==> src/rtl/tmr_pkg.sv <==
package tmr_pkg;
    localparam int DATA_W = 32;
    localparam int ADDR_W = 3;
    localparam int N_SRC  = 5;

    localparam logic [ADDR_W-1:0] A_CTRL  = 3'd0;
    localparam logic [ADDR_W-1:0] A_PRESC = 3'd1;
    localparam logic [ADDR_W-1:0] A_STAT  = 3'd2;
    localparam logic [ADDR_W-1:0] A_IEN   = 3'd3;
    localparam logic [ADDR_W-1:0] A_COUNT = 3'd4;
    localparam logic [ADDR_W-1:0] A_CMP   = 3'd5;

    typedef enum logic [2:0] {
        SRC_OFF  = 3'd0,
        SRC_PER  = 3'd1,
        SRC_HF   = 3'd2,
        SRC_EXT  = 3'd3,
        SRC_LF   = 3'd4,
        SRC_OSC  = 3'd5,
        SRC_RSV6 = 3'd6,
        SRC_RSV7 = 3'd7
    } src_e;

    typedef struct packed {
        logic swr;
        logic osc_en;
        src_e src;
        logic free;
        logic clr_mode;
        logic en;
    } ctrl_t;

    // Tick of the directly selected line; oscillator handled separately.
    function automatic logic pick_tick(src_e s, logic [N_SRC-1:0] t);
        case (s)
            SRC_PER: return t[0];
            SRC_HF:  return t[1];
            SRC_EXT: return t[2];
            SRC_LF:  return t[3];
            default: return 1'b0;
        endcase
    endfunction

    function automatic logic [DATA_W-1:0] pack_ctrl(ctrl_t c);
        logic [DATA_W-1:0] v;
        v      = '0;
        v[0]   = c.en;
        v[1]   = c.clr_mode;
        v[2]   = c.free;
        v[6:4] = c.src;
        v[7]   = c.osc_en;
        v[15]  = c.swr;
        return v;
    endfunction
endpackage

==> src/rtl/tmr_div.sv <==
module tmr_div #(
    parameter int W = 12
) (
    input  logic         clk,
    input  logic         rst,
    input  logic         clr,
    input  logic         tick_in,
    input  logic [W-1:0] limit,
    output logic         tick_out
);
    logic [W-1:0] phase;

    assign tick_out = tick_in && (phase >= limit);

    always_ff @(posedge clk) begin
        if (rst || clr)
            phase <= '0;
        else if (tick_in)
            phase <= tick_out ? '0 : phase + 1'b1;
    end

    // a divided tick starts a fresh phase
    a_r2_phase_restart: assert property (@(posedge clk) disable iff (rst)
        (tick_out && !clr) |=> (phase == '0));
    // with no incoming tick the phase holds
    a_r9_phase_hold: assert property (@(posedge clk) disable iff (rst)
        (!tick_in && !clr) |=> $stable(phase));
endmodule

==> src/rtl/tmr_prescale.sv <==
module tmr_prescale
    import tmr_pkg::*;
#(
    parameter int PRE_W = 12,
    parameter int OSC_W = 4
) (
    input  logic             clk,
    input  logic             rst,
    input  logic             clr,
    input  logic             en,
    input  src_e             src,
    input  logic [N_SRC-1:0] src_tick,
    input  logic [PRE_W-1:0] main_lim,
    input  logic [OSC_W-1:0] osc_lim,
    output logic             cnt_tick
);
    logic osc_in, osc_out, main_in;

    assign osc_in  = en && (src == SRC_OSC) && src_tick[N_SRC-1];
    assign main_in = en && ((src == SRC_OSC) ? osc_out : pick_tick(src, src_tick));

    tmr_div #(.W(OSC_W)) i_osc_div (
        .clk(clk), .rst(rst), .clr(clr),
        .tick_in(osc_in), .limit(osc_lim), .tick_out(osc_out)
    );

    tmr_div #(.W(PRE_W)) i_main_div (
        .clk(clk), .rst(rst), .clr(clr),
        .tick_in(main_in), .limit(main_lim), .tick_out(cnt_tick)
    );

    // disabled block produces no count tick
    a_r9_no_tick_off: assert property (@(posedge clk) disable iff (rst)
        (!en || src == SRC_OFF) |-> !cnt_tick);
endmodule

==> src/rtl/tmr_counter.sv <==
module tmr_counter #(
    parameter int CNT_W = 32
) (
    input  logic             clk,
    input  logic             rst,
    input  logic             clr,
    input  logic             tick,
    input  logic             free,
    input  logic [CNT_W-1:0] cmp,
    output logic [CNT_W-1:0] cnt,
    output logic             wrap
);
    localparam logic [CNT_W-1:0] MAXV = '1;

    logic restart_hit;

    assign restart_hit = !free && (cnt == cmp);
    assign wrap        = tick && !clr && (cnt == MAXV);

    always_ff @(posedge clk) begin
        if (rst || clr)
            cnt <= '0;
        else if (tick)
            cnt <= restart_hit ? '0 : cnt + 1'b1;
    end

    // free-running count wraps to zero after all-ones
    a_r6_free_wrap: assert property (@(posedge clk) disable iff (rst)
        (tick && free && !clr && cnt == MAXV) |=> (cnt == '0));
    // restart mode returns to zero after a compare match
    a_r7_restart_zero: assert property (@(posedge clk) disable iff (rst)
        (tick && !free && !clr && cnt == cmp) |=> (cnt == '0));
    // clear-on-enable empties the count
    a_r8_clear_on_enable: assert property (@(posedge clk) disable iff (rst)
        clr |=> (cnt == '0));
    // no tick, no change
    a_r9_count_hold: assert property (@(posedge clk) disable iff (rst)
        (!tick && !clr) |=> $stable(cnt));
endmodule

==> src/rtl/tmr_regs.sv <==
module tmr_regs
    import tmr_pkg::*;
#(
    parameter int CNT_W = 32,
    parameter int PRE_W = 12,
    parameter int OSC_W = 4
) (
    input  logic              clk,
    input  logic              rst,
    input  logic              wr_en,
    input  logic [ADDR_W-1:0] addr,
    input  logic [DATA_W-1:0] wdata,
    output logic [DATA_W-1:0] rdata,
    input  logic [CNT_W-1:0]  cnt,
    input  logic              wrap,
    output ctrl_t             ctrl,
    output logic [PRE_W-1:0]  main_lim,
    output logic [OSC_W-1:0]  osc_lim,
    output logic [CNT_W-1:0]  cmp,
    output logic              clr_pulse,
    output logic              irq
);
    localparam int OSC_LO = 12;

    logic stat_rov, ien_rov, wr_ctrl, stat_w1c;

    assign wr_ctrl   = wr_en && (addr == A_CTRL);
    assign stat_w1c  = wr_en && (addr == A_STAT) && wdata[0];
    assign clr_pulse = wr_ctrl && wdata[0] && wdata[1] && !ctrl.en;
    assign irq       = stat_rov && ien_rov;

    always_ff @(posedge clk) begin
        if (rst) begin
            ctrl     <= '0;
            main_lim <= '0;
            osc_lim  <= '0;
            cmp      <= '0;
            stat_rov <= 1'b0;
            ien_rov  <= 1'b0;
        end else begin
            if (wrap)
                stat_rov <= 1'b1;
            else if (stat_w1c)
                stat_rov <= 1'b0;
            if (wr_en) begin
                case (addr)
                    A_CTRL: begin
                        ctrl.en       <= wdata[0];
                        ctrl.clr_mode <= wdata[1];
                        ctrl.free     <= wdata[2];
                        ctrl.src      <= src_e'(wdata[6:4]);
                        ctrl.osc_en   <= (src_e'(wdata[6:4]) == SRC_OSC);
                        ctrl.swr      <= wdata[15];
                    end
                    A_PRESC: begin
                        main_lim <= wdata[PRE_W-1:0];
                        osc_lim  <= wdata[OSC_LO +: OSC_W];
                    end
                    A_IEN:   ien_rov <= wdata[0];
                    A_CMP:   cmp     <= wdata[CNT_W-1:0];
                    default: ;
                endcase
            end
        end
    end

    always_comb begin
        case (addr)
            A_CTRL:  rdata = pack_ctrl(ctrl);
            A_PRESC: rdata = DATA_W'({osc_lim, main_lim});
            A_STAT:  rdata = DATA_W'(stat_rov);
            A_IEN:   rdata = DATA_W'(ien_rov);
            A_COUNT: rdata = DATA_W'(cnt);
            A_CMP:   rdata = DATA_W'(cmp);
            default: rdata = '0;
        endcase
    end

    // software reset bit lasts exactly one cycle
    a_r12_swr_self_clear: assert property (@(posedge clk) disable iff (rst)
        ctrl.swr |=> !ctrl.swr);
    // a wrap always leaves the flag set
    a_r10_rov_set: assert property (@(posedge clk) disable iff (rst)
        wrap |=> stat_rov);
    // flag stays set unless cleared by a one
    a_r10_rov_sticky: assert property (@(posedge clk) disable iff (rst)
        (stat_rov && !stat_w1c) |=> stat_rov);
endmodule

==> src/rtl/tmr_core.sv <==
module tmr_core
    import tmr_pkg::*;
#(
    parameter int CNT_W = 32,
    parameter int PRE_W = 12,
    parameter int OSC_W = 4
) (
    input  logic              clk,
    input  logic              rst,
    input  logic              wr_en,
    input  logic [ADDR_W-1:0] addr,
    input  logic [DATA_W-1:0] wdata,
    output logic [DATA_W-1:0] rdata,
    input  logic [N_SRC-1:0]  src_tick,
    output logic              irq
);
    ctrl_t            ctrl;
    logic [PRE_W-1:0] main_lim;
    logic [OSC_W-1:0] osc_lim;
    logic [CNT_W-1:0] cmp, cnt;
    logic             clr_pulse, cnt_tick, wrap, rst_int;

    assign rst_int = rst || ctrl.swr;

    tmr_regs #(.CNT_W(CNT_W), .PRE_W(PRE_W), .OSC_W(OSC_W)) i_regs (
        .clk(clk), .rst(rst_int), .wr_en(wr_en), .addr(addr), .wdata(wdata),
        .rdata(rdata), .cnt(cnt), .wrap(wrap), .ctrl(ctrl),
        .main_lim(main_lim), .osc_lim(osc_lim), .cmp(cmp),
        .clr_pulse(clr_pulse), .irq(irq)
    );

    tmr_prescale #(.PRE_W(PRE_W), .OSC_W(OSC_W)) i_pre (
        .clk(clk), .rst(rst_int), .clr(clr_pulse), .en(ctrl.en),
        .src(ctrl.src), .src_tick(src_tick), .main_lim(main_lim),
        .osc_lim(osc_lim), .cnt_tick(cnt_tick)
    );

    tmr_counter #(.CNT_W(CNT_W)) i_cnt (
        .clk(clk), .rst(rst_int), .clr(clr_pulse), .tick(cnt_tick),
        .free(ctrl.free), .cmp(cmp), .cnt(cnt), .wrap(wrap)
    );
endmodule

==> config.mk <==
export PLATFORM = sky130hd
export DESIGN_NAME = tmr_core
export DESIGN_NICKNAME = d
export VERILOG_FILES = /design/src/rtl/tmr_pkg.sv /design/src/rtl/tmr_div.sv /design/src/rtl/tmr_prescale.sv /design/src/rtl/tmr_counter.sv /design/src/rtl/tmr_regs.sv /design/src/rtl/tmr_core.sv
export SDC_FILE = /design/constraint.sdc
export NUM_CORES = 1
export LEC_CHECK = 0
export BUFFER_PORTS_ARGS = -buffer_cell sky130_fd_sc_hd__buf_4
export CORE_MARGIN = 1
export CORE_UTILIZATION = 53
export DETAILED_ROUTE_END_ITERATION = 6
export PLACE_DENSITY = 0.82
export SLEW_MARGIN = 0
export SYNTH_ARGS = -nofsm -noshare
export SYNTH_HDL_FRONTEND = slang
export SYNTH_SLANG_ARGS = --single-unit
==> constraint.sdc <==
create_clock -name clk -period 2 [get_ports clk]
set_input_delay 0.2 -clock clk [delete_from_list [all_inputs] [get_ports clk]]
set_output_delay 0.2 -clock clk [all_outputs]
set_load 0.02 [all_outputs]
==> reports/qor.txt, run 1 <==
status: finished with violations
failing checks: DRC, setup timing
CP Data Required Time: 2.30 ns
# nets final: 991
# port buffers: 75
GRT overflow: 0
Post-Syn Area: 5949 um^2
leakage: 3.504 nW
pre-CTS WS: -0.3488 ns
cell breakdown of the critical path: inv_2 > ha_4 > nand2_2 > o21ai_2 > a211oi_2 > o21ai_4 > nand3b_4 > buf_4 > or3b_1 > a21oi_1
core area: 10,890 um^2
global-route wire length before repair: 32,440 um
CTS Root Cell: clkbuf_8
MaxCap Viol Count: 0
Iteration-0 DRC Markers: 813
Fmax: 0.4019 GHz
clk sink count: 106
Mapped Cells: 749
final worst path period share: 124.4%
Final Max Slew Viols: 0
#FFs+latches synth: 106
Final Worst Setup Slack: -0.4880 ns
clk slew on worst S/H paths: 0.12 ns
CP arrival: 2.79 ns
Max FO, Critical Path: 7
die height: 108.0 um
syn avg cell area: 7.943 um^2
Detailed Place HPWL: 14,230 um
CTS tree: built
slew margin rel.: 19.36%
wire length per cell: 21.50 um
Fin Clk Skew: 0.02202 ns
Syn Nets: 811
via density per instance: 6.355
Async SR Flop Fraction: 0%
Diodes inserted: 0
WP buf/inv: 2
Worst IR Drop VDD: 0.3739 mV
Total GRT Usage: 36.20%
routed vias: 6,825
TritonCTS Buffers: 9
# hold bufs at CTS: 0
vias in the first global route: 6,434
Seq/Total Area, Yosys: 35.67%
Critical Path Slowest Stage Cell: or3b_1
Site Rows: 38
CP peak stage delay: 0.39 ns
Clk Latency, worst-skew pair: 0.40 ns
Final Setup Violations: 46
Routed Antenna Nets: 0
fill count: 676
# IOs: 76
P&R area growth vs syn: 40.08%
htree depth: 3
sequential cell area: 2142 um^2
Routed WL: 23,090 um
crit end category: register
Die ar.: 11,650 um^2
initial antenna violation count: 0
CP Launch Type: register
Crit Path Class: reg -> reg
Distinct cells, synth: 59
Clock Path Buffers: 2
PwrDens: 527.0 nW/um^2
Ys Warns: 0
CP delay by family, top: compound AO/OA/AOI/OAI gates
Pre-Repair DR Iteration Count: 7
Hold Vio Cnt, Final: 0
number of flops mapped to enable cells by yosys: 0
minimum clock period after layout: 2.488 ns
largest net degree at the start of global routing: 58
GP Congestion: 0.9169
worst hold path type: in -> reg
DRC Markers: 3
multi-input logic area: 3963 um^2
Initial Util: 54.64%
layout cells sized above 1: 36.08%
unrepaired setup endpoints after global routing: true
Tightest Pin Transition: 1.210 ns
Final Instance Count excl. Fillers: 1,074
placed cells: 1,045
most common flop cell mapped by yosys: dfxtp_1
Die W: 108.0 um
[metrics by stage]
stage	power, mW	hold WS [ns]	setup TNS [ns]	utilization, %	instance area (um^2)
floorplan	2.488	0.3360	-1.007	-	6031
global placement	2.699	0.4426	-9.038	68.92	7503
detailed placement	2.717	0.4575	-9.819	68.92	7503
CTS	4.295	0.04130	-6.008	74.28	8088
global route	4.503	0.06229	-15.95	76.55	8334
finish	4.392	0.04796	-15.22	76.55	8334
[logic make-up after synthesis]
family                   count (synthesis)  synth area share (%)
AO/OA/AOI/OAI                          160                 16.15
XOR/XNOR                                46                 6.772
adder cells (fa/ha/maj)                 19                 3.996
buffers and inverters                   68                 4.858
flip-flops                             106                 35.67
multiplexers                            21                 5.258
AND/OR/NAND/NOR                        329                 27.30
[synth_stat cells (all sizes together), types with 3 or more instances]
library cell    n  area (um^2)
nand2         143        536.8
dfxtp         106         2122
a21oi          88        447.9
nor2           46        172.7
xor2           40        350.3
clkbuf         31        116.4
o21ai          28        140.1
nand3          25        125.1
inv            20        75.07
or3            20        125.1
ha             19        237.7
buf            17        97.59
a22o           16        140.1
and3           16        111.4
nor2b          14        87.58
nand4          13        81.33
a22oi           9        67.56
and2            9        61.31
mux2            9        101.4
mux4            7        161.4
nor3            7        40.04
nor4            7        43.79
and4            6        55.05
xnor2           6        52.55
mux2i           5        50.05
nand3b          5        41.29
or3b            5        43.79
a211oi          4        30.03
nand2b          4        25.02
a31oi           3        18.77
o211ai          3        22.52
or4             3        22.52
[final timing paths]
check                                   startpoint  depth (start not counted)  slack (ns)        endpoint
worst max register to register  i_regs.main_lim[2]                         10       -0.49   i_cnt.cnt[14]
worst max-delay path            i_regs.main_lim[2]                         10       -0.49   i_cnt.cnt[14]
worst min register to register      i_regs.ctrl[1]                          2        0.49  i_regs.ctrl[1]
worst min-delay path                     wdata[28]                          3        0.05  i_regs.cmp[28]
[repair_timing]
item | 4_1_cts | 5_1_grt
setup endpoints to repair | 45 | 45
gates cloned | 3 | 0
resized for setup | 58 | 58
pin swaps | 34 | 39
setup buffers | 7 | 4
[layer usage]
layer | track usage [%] | part of all wire (%)
met5 | 0 | 0
met4 | 13.70 | 5.3
met3 | 5.967 | 11
met2 | 59.96 | 46
met1 | 47.17 | 38
[worst min-delay path, stage by stage]
cell     delay, ns
buf_4         0.11
nand2_1       0.05
a21oi_1       0.05
[cell usage in the layout, fill, tap and decap left out, types with 6 or more instances in the layout]
cell / count
nor2_1: 37
mux4_2: 6
or3_1: 20
a22o_1: 16
xor2_1: 37
and3_1: 12
inv_2: 8
and2_1: 7
nand3_1: 22
buf_6: 12
nand4_1: 13
dfxtp_2: 13
a21oi_1: 81
nand2_1: 140
dfxtp_1: 92
ha_1: 10
o21ai_1: 7
a21oi_2: 6
buf_4: 200
mux2_2: 8
clkbuf_8: 10
o21ai_0: 15
a22oi_1: 9
inv_1: 12
nor2b_1: 14
ha_4: 8
[sequential cells by signal, summed over array words and instances, names as in the netlist]
name,cells
i_regs.cmp,32
i_regs.ctrl,8
i_pre.i_osc_div.phase,4
i_regs.stat_rov,1
i_cnt.cnt,32
i_regs.ien_rov,1
i_regs.osc_lim,4
i_regs.main_lim,12
i_pre.i_main_div.phase,12
[power breakdown]
group	switching (mW)	internal (mW)
Clock	0.829	0.756
Sequential	0.0211	2.13
Combinational	0.374	0.279
Total	1.22	3.17
[final cells by class]
class                      instances  share of cell area [%]
multi-input combinational        575                   47.55
sequential                       106                   25.70
timing repair buffer             217                   20.96
tap                              140                   2.102
clock buffer                      10                   1.651
clock inverter                     6                   1.141
inverter                          20                  0.9008
Power figures use the tool's default switching activity.
==> inputs of run 2 (changes only) <==
--- a/config.mk
+++ b/config.mk
@@ -10,6 +10,7 @@
 export CORE_UTILIZATION = 53
 export DETAILED_ROUTE_END_ITERATION = 6
 export PLACE_DENSITY = 0.82
+export SKIP_LAST_GASP = 1
 export SLEW_MARGIN = 0
 export SYNTH_ARGS = -nofsm -noshare
 export SYNTH_HDL_FRONTEND = slang
==> reports/qor.txt, run 2 (synthesis results as in run 1) <==
minimum clock period after layout: 2.362 ns
# IOs: 76
most frequent cells in the layout: 200 x buf_4, 139 x nand2_1, 92 x dfxtp_1, 81 x a21oi_1, 40 x nor2_1
via density per instance: 6.359
Routed Antenna Nets: 0
worst reg2reg setup slack: -0.36 ns
CP peak stage delay: 0.57 ns
Pre-Repair DR Iteration Count: 6
CP Launch Type: register
M1 GR Usage: 47.17%
# nets final: 991
PwrDens: 527.2 nW/um^2
largest net degree at the start of global routing: 58
fin util: 76.24%
Worst IR Drop VDD: 0.3770 mV
GR Util met3: 5.967%
Final Max Slew Viols: 0
vias in the first global route: 6,434
FF-to-FF path depth: 9
final hold slack: 0.04881 ns
Crit Path Class: reg -> reg
Die ar.: 11,650 um^2
start of the worst register-to-register path: i_regs.main_lim[6]
Total GRT Usage: 36.20%
Final Setup Violations: 46
Hold Path Sink: i_regs.cmp[28]
Overall Power: 4.376 mW
clk slew on worst S/H paths: 0.11 ns
final worst path period share: 118.1%
Post-DP Area: 7503 um^2
Final Worst Setup Slack: -0.3624 ns
slew margin rel.: 18.01%
Top Registers: i_cnt.cnt: 32 flops, i_regs.cmp: 32 flops
die height: 108.0 um
Tightest Pin Transition: 1.230 ns
CP delay by family, top: simple AND/OR/NAND/NOR gates
commonest non-fill, non-tap cell in the layout: buf_4
GP Congestion: 0.9169
unrepaired setup endpoints after global routing: true
placed cells: 1,045
Routed WL: 22,470 um
TritonCTS Buffers: 9
global-route wire length before repair: 32,440 um
htree depth: 3
setup TNS: -10.70 ns
Critical Path Slowest Stage Cell: or4b_1
# hold bufs at CTS: 0
leakage: 3.504 nW
Clock Path Buffers: 2
Final Instance Count excl. Fillers: 1,074
crit end category: register
Fin Clk Skew: 0.01221 ns
DRC Markers: 0
Iteration-0 DRC Markers: 880
CP Data Required Time: 2.33 ns
worst hold stages: 3
met2 Usage GRT: 59.96%
routed vias: 6,830
Hold Crit Start: wdata[28]
status: finished with violations
initial antenna violation count: 0
pre-CTS WS: -0.3488 ns
clk sink count: 106
Site Rows: 38
Die W: 108.0 um
# port buffers: 75
wire length per cell: 20.93 um
P&R area growth vs syn: 39.52%
core area: 10,890 um^2
Detailed Place HPWL: 14,230 um
MaxCap Viol Count: 0
Initial Util: 54.64%
cell breakdown of the critical path: inv_2 > ha_4 > nand4_1 > nor2_1 > a211oi_2 > o21ai_4 > nand3b_4 > or4b_1 > a21oi_2
failing checks: setup timing
CTS tree: built
WP buf/inv: 1
Max FO, Critical Path: 7
final instance area: 8300 um^2
layout cells sized above 1: 36.08%
GRT overflow: 0
CTS Root Cell: clkbuf_8
Hold Vio Cnt, Final: 0
CP arrival: 2.69 ns
R2R Path End: i_cnt.cnt[13]
gr busiest metal: met2
Clk Latency, worst-skew pair: 0.39 ns
Diodes inserted: 0
worst hold path type: in -> reg
Fmax: 0.4233 GHz
==> run 2: cell counts in the layout (fill, tap and decap cells not counted) <==
Identical to the previous run, type by type.
==> run 2: power breakdown <==
part           switching, mW  total [mW]  internal, mW  leakage (nW)
clock network          0.821        1.58         0.756         0.118
registers             0.0215        2.15          2.13         0.863
logic                  0.364       0.645         0.282          2.52
total                   1.21        4.38          3.17          3.50
==> run 2: final cells by class <==
cell class	count	area [um^2]
sequential	106	2142
clock buffer	10	137.6
tap	140	175.2
timing repair buffer	217	1738
inverter	20	75.07
clock inverter	6	95.09
multi-input combinational	575	3938
fill	690	2587
==> run 2: how the worst max path moves through the flow <==
stage	start	endpoint	slack [ns]	cells after the start
6_report	i_regs.main_lim[6]	i_cnt.cnt[13]	-0.36	9
2_1_floorplan	i_pre.i_osc_div.phase[0]	i_cnt.cnt[26]	-0.09	10
3_3_place_gp	i_regs.main_lim[1]	i_cnt.cnt[30]	-0.29	10
4_1_cts	i_regs.main_lim[5]	i_cnt.cnt[25]	-0.25	10
3_5_place_dp	i_regs.main_lim[4]	i_cnt.cnt[30]	-0.35	10
5_1_grt	i_pre.i_main_div.phase[5]	i_cnt.cnt[30]	-0.49	11
==> run 2: repair_timing <==
action,in CTS,in global routing
cloned,3,0
setup buffers,7,6
pin swaps,34,34
endpoints found under the setup margin,45,45
gates resized for setup,57,52
==> run 2: worst register-to-register path, cell delays in order, from the launching register on <==
cell	delay, ns
dfxtp_2	0.35
inv_2	0.06
ha_4	0.26
nand4_1	0.12
nor2_1	0.16
a211oi_2	0.13
o21ai_4	0.29
nand3b_4	0.18
or4b_1	0.57
a21oi_2	0.18
==> run 2: metal layers <==
layer / vias up / part of all wire, %
met5: - / 0
met4: 0 / 5.3
met3: 148 / 11
met2: 531 / 46
met1: 3181 / 37
li1: 2970 / -
==> inputs of run 3 (changes only) <==
--- a/config.mk
+++ b/config.mk
@@ -7,9 +7,9 @@
 export LEC_CHECK = 0
 export BUFFER_PORTS_ARGS = -buffer_cell sky130_fd_sc_hd__buf_4
 export CORE_MARGIN = 1
-export CORE_UTILIZATION = 53
+export CORE_UTILIZATION = 63
 export DETAILED_ROUTE_END_ITERATION = 6
-export PLACE_DENSITY = 0.82
+export PLACE_DENSITY = 0.91
 export SKIP_LAST_GASP = 1
 export SLEW_MARGIN = 0
 export SYNTH_ARGS = -nofsm -noshare
==> constraint.sdc (replaced) <==
create_clock -name clk -period 2.89 [get_ports clk]
set_input_delay 0.289 -clock clk [delete_from_list [all_inputs] [get_ports clk]]
set_output_delay 0.289 -clock clk [all_outputs]
set_load 0.02 [all_outputs]
==> reports/qor.txt, run 3 (synthesis results as in run 1) <==
status: finished with violations
failing checks: DRC
# IOs: 76
routed vias: 5,926
gr busiest metal: met2
multi-input logic area: 3556 um^2
Resize count post-CTS: 0
Total GRT Usage: 35.72%
TritonCTS Buffers: 9
CP peak stage delay: 0.45 ns
Iteration-0 DRC Markers: 796
GP Congestion: 0.9617
CP arrival: 3.06 ns
DRC Markers: 2
largest net degree at the start of global routing: 58
M1 GR Usage: 45.99%
Die W: 99.18 um
global-route wire length before repair: 27,490 um
GR Util met3: 5.411%
# port buffers: 75
vias in the first global route: 5,667
leakage: 2.703 nW
Final Max Slew Viols: 0
Diodes inserted: 0
initial antenna violation count: 0
Routed Antenna Nets: 0
Top Registers: i_cnt.cnt: 32 flops, i_regs.cmp: 32 flops
Critical Path Slowest Stage Cell: a2111oi_1
Routed WL: 17,380 um
Initial Util: 64.69%
Die ar.: 9837 um^2
Clock Path Buffers: 2
GRT overflow: 0
crit end category: register
minimum clock period after layout: 2.745 ns
power share of the combinational group: 11.7%
PwrDens: 415.7 nW/um^2
Max FO, Critical Path: 22
worst hold path type: in -> reg
worst reg2reg setup slack: 0.15 ns
wire length per cell: 18.97 um
start of the worst register-to-register path: i_pre.i_osc_div.phase[0]
CTS tree: built
clk slew on worst S/H paths: 0.12 ns
Net Sw Frac: 28.25%
most frequent cells in the layout: 143 x nand2_1, 105 x dfxtp_1, 88 x buf_4, 86 x a21oi_1, 46 x nor2_1
# hold bufs at CTS: 0
Final Worst Setup Slack: 0.1452 ns
core area: 9196 um^2
Clk Latency, worst-skew pair: 0.39 ns
FF-to-FF path depth: 10
pre-CTS WS: 0.1360 ns
Final Setup Violations: 0
Worst IR Drop VDD: 0.2507 mV
WP depth: 10
Hold Vio Cnt, Final: 0
CP Launch Type: register
clk sink count: 106
die height: 99.18 um
htree depth: 3
Pre-Repair DR Iteration Count: 7
CP Data Required Time: 3.20 ns
Critical Path Sink: i_cnt.cnt[2]
CTS Root Cell: clkbuf_8
Fin Clk Skew: 0.01632 ns
R2R Path End: i_cnt.cnt[2]
Post CTS Setup Buffer Count: 0
worst hold stages: 3
Tightest Pin Transition: 1.087 ns
setup TNS: 0 ns
# nets final: 862
unrepaired setup endpoints after global routing: false
slew margin rel.: 27.54%
WP buf/inv: 2
MaxCap Viol Count: 0
met2 Usage GRT: 57.77%
Crit Path Class: reg -> reg
CP delay by family, top: compound AO/OA/AOI/OAI gates
commonest non-fill, non-tap cell in the layout: nand2_1
crit path launch: i_pre.i_osc_div.phase[0]
Site Rows: 35
fill count: 608
final worst path period share: 94.98%
sequential cell area: 2123 um^2
Fmax: 0.3643 GHz
Detailed Place HPWL: 11,980 um
P&R area growth vs syn: 13.67%
Pint: 2.017 mW
via density per instance: 6.469
net switching power: 0.7941 mW
Clock power frac: 35.2%
Flop pwr share: 53.1%
layout cells sized above 1: 16.65%
cell breakdown of the critical path: inv_1 > ha_1 > nand2b_1 > a2111oi_1 > nor3_1 > o221a_4 > nand2_1 > buf_4 > o21ai_0 > a21oi_1
==> run 3: cell count changes in the layout (fill, tap and decap cells not counted), moves of 9 or more <==
cell | previous run | this run
dfxtp_1 | 92 | 105
buf_4 | 200 | 88
ha_1 | 10 | 19
ha_4 | 9 | 0
buf_6 | 13 | 0
dfxtp_2 | 13 | 1
==> run 3: per-layer routing <==
layer	wire length, um	vias up
li1	-	2703
met1	6646	2734
met2	7988	401
met3	1929	88
met4	814	0
met5	0	-
==> run 3: power groups by stage <==
stage / registers, mW / logic [mW] / clock network, mW
global route: 1.50 / 0.351 / 1.04
global placement: 1.52 / 0.292 / 0
CTS: 1.49 / 0.311 / 0.979
floorplan: 1.52 / 0.195 / 0
detailed placement: 1.53 / 0.305 / 0
finish: 1.49 / 0.329 / 0.988
==> run 3: worst min-delay path, cell delays in order <==
cell     delay (ns)
buf_4          0.11
nand2_1        0.04
a21oi_1        0.05
==> run 3: worst min path at each step <==
stage,from,to,slack (ns)
after global placement,i_regs.ctrl[1],i_regs.ctrl[1],0.44
after global routing,wdata[29],i_regs.cmp[29],0.14
after CTS,wdata[28],i_regs.cmp[28],0.14
after floorplan,wdata[1],i_regs.ctrl[1],0.42
after detailed placement,i_regs.ctrl[1],i_regs.ctrl[1],0.46
final,wdata[28],i_regs.cmp[28],0.13
==> run 3: metrics by stage <==
step | cells | instance area, um^2 | util, % | total power [mW] | hold WS [ns]
2_1_floorplan | 749 | 5949 | - | 1.716 | 0.4250
3_3_place_gp | 900 | 6535 | 71.06 | 1.817 | 0.4448
3_5_place_dp | 900 | 6535 | 71.06 | 1.830 | 0.4567
4_1_cts | 916 | 6744 | 73.33 | 2.782 | 0.1405
5_1_grt | 916 | 6763 | 73.54 | 2.885 | 0.1437
6_report | 916 | 6763 | 73.54 | 2.811 | 0.1338
==> run 3: area by class of cell <==
| class | instances | share of cell area, % |
|---|---|---|
| clock inverters | 7 | 1.258 |
| multi-input cells | 575 | 52.58 |
| repair buffers | 88 | 9.769 |
| clock buffers | 9 | 1.832 |
| flip-flops and latches | 106 | 31.40 |
| well taps | 111 | 2.054 |
| inverters | 20 | 1.110 |
